## src/rtl/setclr_pkg.sv

```systemverilog
package setclr_pkg;
  localparam int EAW = 8;
  localparam logic [EAW-1:0] DBG_ADDR  = 8'h15;
  localparam logic [EAW-1:0] PTR_ADDR  = 8'h2F;
  localparam logic [EAW-1:0] IMM_LIMIT = 8'h40;
  localparam int NREG = 2;
  localparam logic [EAW-1:0] REG_BASE [NREG] = '{8'h16, 8'h3D};

  typedef enum logic [1:0] {
    OP_LOAD = 2'd0,
    OP_OR   = 2'd1,
    OP_CLR  = 2'd2,
    OP_NONE = 2'd3
  } alias_op_e;
endpackage

```

## src/rtl/setclr_sync.sv

```systemverilog
module setclr_sync #(
  parameter int W      = 2,
  parameter int STAGES = 2
) (
  input  logic         clk,
  input  logic         rst_n,
  input  logic [W-1:0] din,
  output logic [W-1:0] dout
);
  logic [W-1:0] stage_q [STAGES];

  always_ff @(posedge clk or negedge rst_n) begin
    if (!rst_n) stage_q[0] <= '0;
    else        stage_q[0] <= din;
  end

  for (genvar s = 1; s < STAGES; s++) begin : g_stage
    always_ff @(posedge clk or negedge rst_n) begin
      if (!rst_n) stage_q[s] <= '0;
      else        stage_q[s] <= stage_q[s-1];
    end
  end

  assign dout = stage_q[STAGES-1];
endmodule

```

## src/rtl/setclr_alias_dec.sv

```systemverilog
module setclr_alias_dec
  import setclr_pkg::*;
#(
  parameter logic [EAW-1:0] BASE = 8'h16
) (
  input  logic [EAW-1:0] eff_addr,
  output logic           hit,
  output alias_op_e      op
);
  localparam logic [EAW-1:0] LAST = BASE + EAW'(2);

  always_comb begin
    hit = (eff_addr >= BASE) && (eff_addr <= LAST) && (eff_addr < IMM_LIMIT);
    op  = OP_NONE;
    if (hit) begin
      unique case (eff_addr - BASE)
        8'd0:    op = OP_LOAD;
        8'd1:    op = OP_OR;
        default: op = OP_CLR;
      endcase
    end
  end
endmodule

```

## src/rtl/setclr_alias_reg.sv

```systemverilog
module setclr_alias_reg
  import setclr_pkg::*;
#(
  parameter int          DW   = 8,
  parameter logic [DW-1:0] MASK = '1
) (
  input  logic          clk,
  input  logic          rst_n,
  input  logic          wr_hit,
  input  alias_op_e     op,
  input  logic [DW-1:0] wdata,
  output logic [DW-1:0] q
);
  logic [DW-1:0] q_d;
  logic          q_en;

  always_comb begin
    q_en = wr_hit && (op != OP_NONE);
    unique case (op)
      OP_LOAD: q_d = wdata & MASK;
      OP_OR:   q_d = q | (wdata & MASK);
      OP_CLR:  q_d = q & ~wdata;
      default: q_d = q;
    endcase
  end

  always_ff @(posedge clk or negedge rst_n) begin
    if (!rst_n)    q <= '0;
    else if (q_en) q <= q_d;
  end
endmodule

```

## src/rtl/setclr_regfile.sv

```systemverilog
module setclr_regfile
  import setclr_pkg::*;
#(
  parameter int          AW          = 6,
  parameter int          DW          = 8,
  parameter int          SYNC_STAGES = 2,
  parameter logic [DW-1:0] SCR_MASK  = 8'hFF,
  parameter logic [DW-1:0] PWR_MASK  = 8'h07
) (
  input  logic          clk,
  input  logic          rst_n,
  input  logic [AW-1:0] addr,
  input  logic          wr_en,
  input  logic          rd_en,
  input  logic [DW-1:0] wr_data,
  input  logic [1:0]    line_state,
  output logic [DW-1:0] rd_data,
  output logic [DW-1:0] pwr_ctrl
);
  localparam logic [DW-1:0] MASKS [NREG] = '{SCR_MASK, PWR_MASK};
  localparam int PWR_IDX = 1;

  logic           ptr_armed_q, ptr_armed_d;
  logic [EAW-1:0] ptr_q, ptr_d;
  logic [EAW-1:0] eff_addr;
  logic           strobe;
  logic [1:0]     ls_sync;
  logic [DW-1:0]  rd_d;
  logic [DW-1:0]  reg_q   [NREG];
  logic           reg_hit [NREG];
  alias_op_e      reg_op  [NREG];

  assign strobe   = wr_en | rd_en;
  assign eff_addr = ptr_armed_q ? ptr_q : EAW'(addr);

  setclr_sync #(.W(2), .STAGES(SYNC_STAGES)) u_ls_sync (
    .clk(clk), .rst_n(rst_n), .din(line_state), .dout(ls_sync)
  );

  for (genvar r = 0; r < NREG; r++) begin : g_reg
    setclr_alias_dec #(.BASE(REG_BASE[r])) u_dec (
      .eff_addr(eff_addr), .hit(reg_hit[r]), .op(reg_op[r])
    );
    setclr_alias_reg #(.DW(DW), .MASK(MASKS[r])) u_reg (
      .clk(clk), .rst_n(rst_n), .wr_hit(wr_en && reg_hit[r]),
      .op(reg_op[r]), .wdata(wr_data), .q(reg_q[r])
    );
  end

  // Extended pointer: next-state
  always_comb begin
    ptr_armed_d = ptr_armed_q;
    ptr_d       = ptr_q;
    if (strobe) ptr_armed_d = 1'b0;
    if (wr_en && (eff_addr == PTR_ADDR)) begin
      ptr_armed_d = 1'b1;
      ptr_d       = wr_data[EAW-1:0];
    end
  end

  always_ff @(posedge clk or negedge rst_n) begin
    if (!rst_n) begin
      ptr_armed_q <= 1'b0;
      ptr_q       <= '0;
    end else if (strobe) begin
      ptr_armed_q <= ptr_armed_d;
      ptr_q       <= ptr_d;
    end
  end

  // Read path: next-state
  always_comb begin
    rd_d = '0;
    if (eff_addr == DBG_ADDR) rd_d = DW'(ls_sync);
    for (int r = 0; r < NREG; r++) begin
      if (reg_hit[r]) rd_d = reg_q[r];
    end
  end

  always_ff @(posedge clk or negedge rst_n) begin
    if (!rst_n)     rd_data <= '0;
    else if (rd_en) rd_data <= rd_d;
  end

  assign pwr_ctrl = reg_q[PWR_IDX];
endmodule

```

## config.mk

```make
export PLATFORM = sky130hd
export DESIGN_NAME = setclr_regfile
export DESIGN_NICKNAME = d
export VERILOG_FILES = /design/src/rtl/setclr_pkg.sv /design/src/rtl/setclr_sync.sv /design/src/rtl/setclr_alias_dec.sv /design/src/rtl/setclr_alias_reg.sv /design/src/rtl/setclr_regfile.sv
export SDC_FILE = /design/constraint.sdc
export NUM_CORES = 1
export LEC_CHECK = 0
export ABC_AREA = 1
export BUFFER_PORTS_ARGS = -buffer_cell sky130_fd_sc_hd__buf_2
export CAP_MARGIN = 30
export CORE_UTILIZATION = 60
export CTS_CLUSTER_DIAMETER = 30
export DETAILED_ROUTE_END_ITERATION = 10
export PLACE_DENSITY = 0.85
export SETUP_SLACK_MARGIN = 0.3
export SLEW_MARGIN = 10
export SYNTH_ARGS = -nofsm -noshare
export SYNTH_HDL_FRONTEND = slang
export SYNTH_SLANG_ARGS = --single-unit
```

## constraint.sdc

```tcl
create_clock -name clk -period 3.3 [get_ports clk]
set_input_delay 0.66 -clock clk [delete_from_list [all_inputs] [get_ports clk]]
set_output_delay 0.66 -clock clk [all_outputs]
set_load 0.005 [all_outputs]
```

==> results_dict.tcl <==
set metrics [dict create \
    grt_pass1_wl_microns 7990 \
    grt-ovfl-total 0 \
    drt_iter0_drc 95 \
    start_util 0.636 \
    ys_ff_latch 37 \
    hp-class "reg -> reg" \
    ctsHtreeMaxLevel 2 \
    maxSlewHeadroom 0.469 \
    ys_seq_area_frac 0.426 \
    io_pins 36 \
    antenna_found_initial 0 \
    postSynthCellCount 262 \
    synthTopCellsByArea "dfrtp_1 43%, nand2_1 12%, nand3_1 5.8%" \
    powerDensity_mw_per_mm2 408 \
    critical_path.cell_chain "inv_1 > nand2_1 > nand2_2 > inv_1 > ha_1 > nand3_1 > nand2_1 > nand2_1 > nand2_1 > nand2_1 > nor2_4 > nand4_4 > nand2_1 > nand2_1 > nand2_1 > nand2_1" \
    synth_edf_count 0 \
    rows 21 \
    grt_usage 0.265 \
    ys_top_cells_by_count "71 x nand2_1, 37 x dfrtp_1, 31 x inv_1, 25 x nand3_1, 14 x nor2_1" \
    rsz0062_at_grt "false" \
    final_antenna_net_count 0 \
    drcViolationCount 0 \
    worstPathMaxFanout 12 \
    peakVddDrop_mv 0.338 \
    cts_root_buf "clkbuf_4" \
    core_area_sq_mm 0.00342 \
    drv_cap 0 \
    nets 322 \
    setup_viol 0 \
    clk_pin_slew_worst_paths_ps 110 \
    synth_compound_area_frac 0.124 \
    synth_top_flop_cell "dfrtp_1" \
    die_w_microns 62.2 \
    grt_pass1_vias 1808 \
    period_needed_ps 2450 \
    cts_setup_buffers 0 \
    place_congestion 0.958 \
    max_slew.worst_pin.slew_ps 797 \
    crit_top_cell "nand2_1" \
    synthSimpleGateAreaFrac 0.363 \
    diodes 0 \
    path_buf_inv 2 \
    layout-drive-gt1-share 0.306 \
    required_ps 3540 \
    start_kind "register" \
    clkLatencyLatePin_ps 340 \
    area_delta_synth_final_pct 13.1 \
    slew_violations 0 \
    place_inst 339 \
    syn-cell-area_sq_mm 0.00217 \
    cts_made_buffers 5 \
    critPathCaptureType "register" \
    vias_per_cell 5.28 \
    status "finished, final reports clean" \
    layout.cells.non_filler 347 \
    cp.arrival_ps 2690 \
    vias 1832 \
    cts_resized 0 \
    dr.pass1.iters 4 \
    crit_type "reg -> reg" \
    tritoncts "built" \
    fin_setup_tns_ps 0 \
    synth_area_per_cell_sq_um 8.30 \
    wl_microns 4520 \
    synth_warnings 0 \
    clk_path_buf_depth 2 \
    yosysUniqueCellTypes 30 \
    io_buffer_count 35 \
    die_area_sq_mm 0.00387 \
    fillerInstances 267 \
    synthXorXnorAreaFrac 0 \
    finalCritPeriodShare 0.743 \
    cts.sinks 37 \
    grt_max_degree 38 \
    slowest_delay_ps 580 \
    synth.most_common_cell "nand2_1" \
    hold_viol 0 \
    synth_nets 284 \
    fin_worst_skew_ps 11.9 \
    fmax_ghz 0.408 \
    synth_top_area_share 0.426 \
    crit_family "simple AND/OR/NAND/NOR gates" \
    crit_slowest_cell "dfrtp_1" \
    synth_top_area_cell "dfrtp_1" \
    synth-async-reset-ratio 1.00 \
    synth_top_family_by_area "simple AND/OR/NAND/NOR gates" \
    muxShareOfSynthArea 0 \
    wl_per_cell_microns 13.0 \
    p_leak_nw 1.29 \
    hold_buffers 0 \
    die_h_microns 62.2 \
    yosys.area_share.adder 0.0115 \
    place.detailed.hpwl_microns 3430 \
]
cells by family after synthesis:
group,Yosys count
AND/OR/NAND/NOR,146
buffers and inverters,39
AO/OA/AOI/OAI,38
flip-flops,37
adder cells (fa/ha/maj),2
cells in the final DEF (no fill, tap or decap), types with 4 or more instances in the layout:
cell and count:
nor2_1 14, nor2_4 4, dfrtp_1 37, o21ai_1 10
nand2_2 12, inv_1 31, nand2_1 71, o21ai_2 9
clkbuf_4 5, a31oi_1 6, o21ai_0 6, a21boi_2 5
nand3_1 25, inv_2 4, buf_2 35, nand2_4 5
metal layers:
| layer | track usage | up-vias | routed length [microns] |
|---|---|---|---|
| li1 | - | 922 | - |
| met1 | 0.341 | 859 | 2000 |
| met2 | 0.440 | 44 | 2230 |
| met3 | 0.0496 | 7 | 200 |
| met4 | 0.110 | 0 | 89 |
| met5 | 0 | - | 0 |
registers in the layout, summed over array words and instances (netlist names):
| signal | cells |
|---|---|
| u_ls_sync.dout | 2 |
| ptr_q | 8 |
| ptr_armed_q | 1 |
| g.u_reg.q | 16 |
| u_ls_sync.stage_q | 2 |
| rd_data | 8 |
final cells by class:
class | count | area, sq um | area share
flip-flops and latches | 37 | 926 | 0.377
clock inverters | 1 | 30.0 | 0.0122
well taps | 46 | 57.6 | 0.0234
clock buffers | 7 | 55.1 | 0.0224
inverters | 35 | 131 | 0.0535
repair buffers | 35 | 175 | 0.0713
multi-input cells | 186 | 1080 | 0.440
path summary, 6_finish.rpt:
path / startpoint / to / slack (ps) / cells past startpoint
worst min register to register: u_ls_sync.stage_q[2]$_DFF_PN0_ / u_ls_sync.dout[0]$_DFF_PN0_ / 360 / 0
worst max-delay path: ptr_armed_q$_DFFE_PN0P_ / g_reg[1].u_reg.q[2]$_DFFE_PN0P_ / 850 / 16
worst max register to register: ptr_armed_q$_DFFE_PN0P_ / g_reg[1].u_reg.q[2]$_DFFE_PN0P_ / 850 / 16
worst min-delay path: u_ls_sync.stage_q[2]$_DFF_PN0_ / u_ls_sync.dout[0]$_DFF_PN0_ / 360 / 0
max in group asynchronous: rst_n / g_reg[0].u_reg.q[4]$_DFFE_PN0P_ / 2400 / 1
min in group asynchronous: rst_n / u_ls_sync.dout[1]$_DFF_PN0_ / 390 / 1
report_power, final:
| part | internal (mW) | switching, mW | total, mW |
|---|---|---|---|
| sequential | 0.490 | 0.0237 | 0.514 |
| clock | 0.181 | 0.144 | 0.325 |
| combinational | 0.0604 | 0.103 | 0.164 |
through the flow:
step / worst slack, ps / power, mW / util / hold WS, ps / cell area, sq um
global route: 583 / 1.06 / 0.719 / 370 / 2460
CTS: 843 / 1.01 / 0.719 / 361 / 2460
floorplan: 1190 / 0.625 / - / 331 / 2170
finish: 848 / 1.00 / 0.719 / 360 / 2460
detailed placement: 828 / 0.687 / 0.695 / 335 / 2370
global placement: 894 / 0.683 / 0.695 / 333 / 2370
Power figures use the tool's default switching activity.
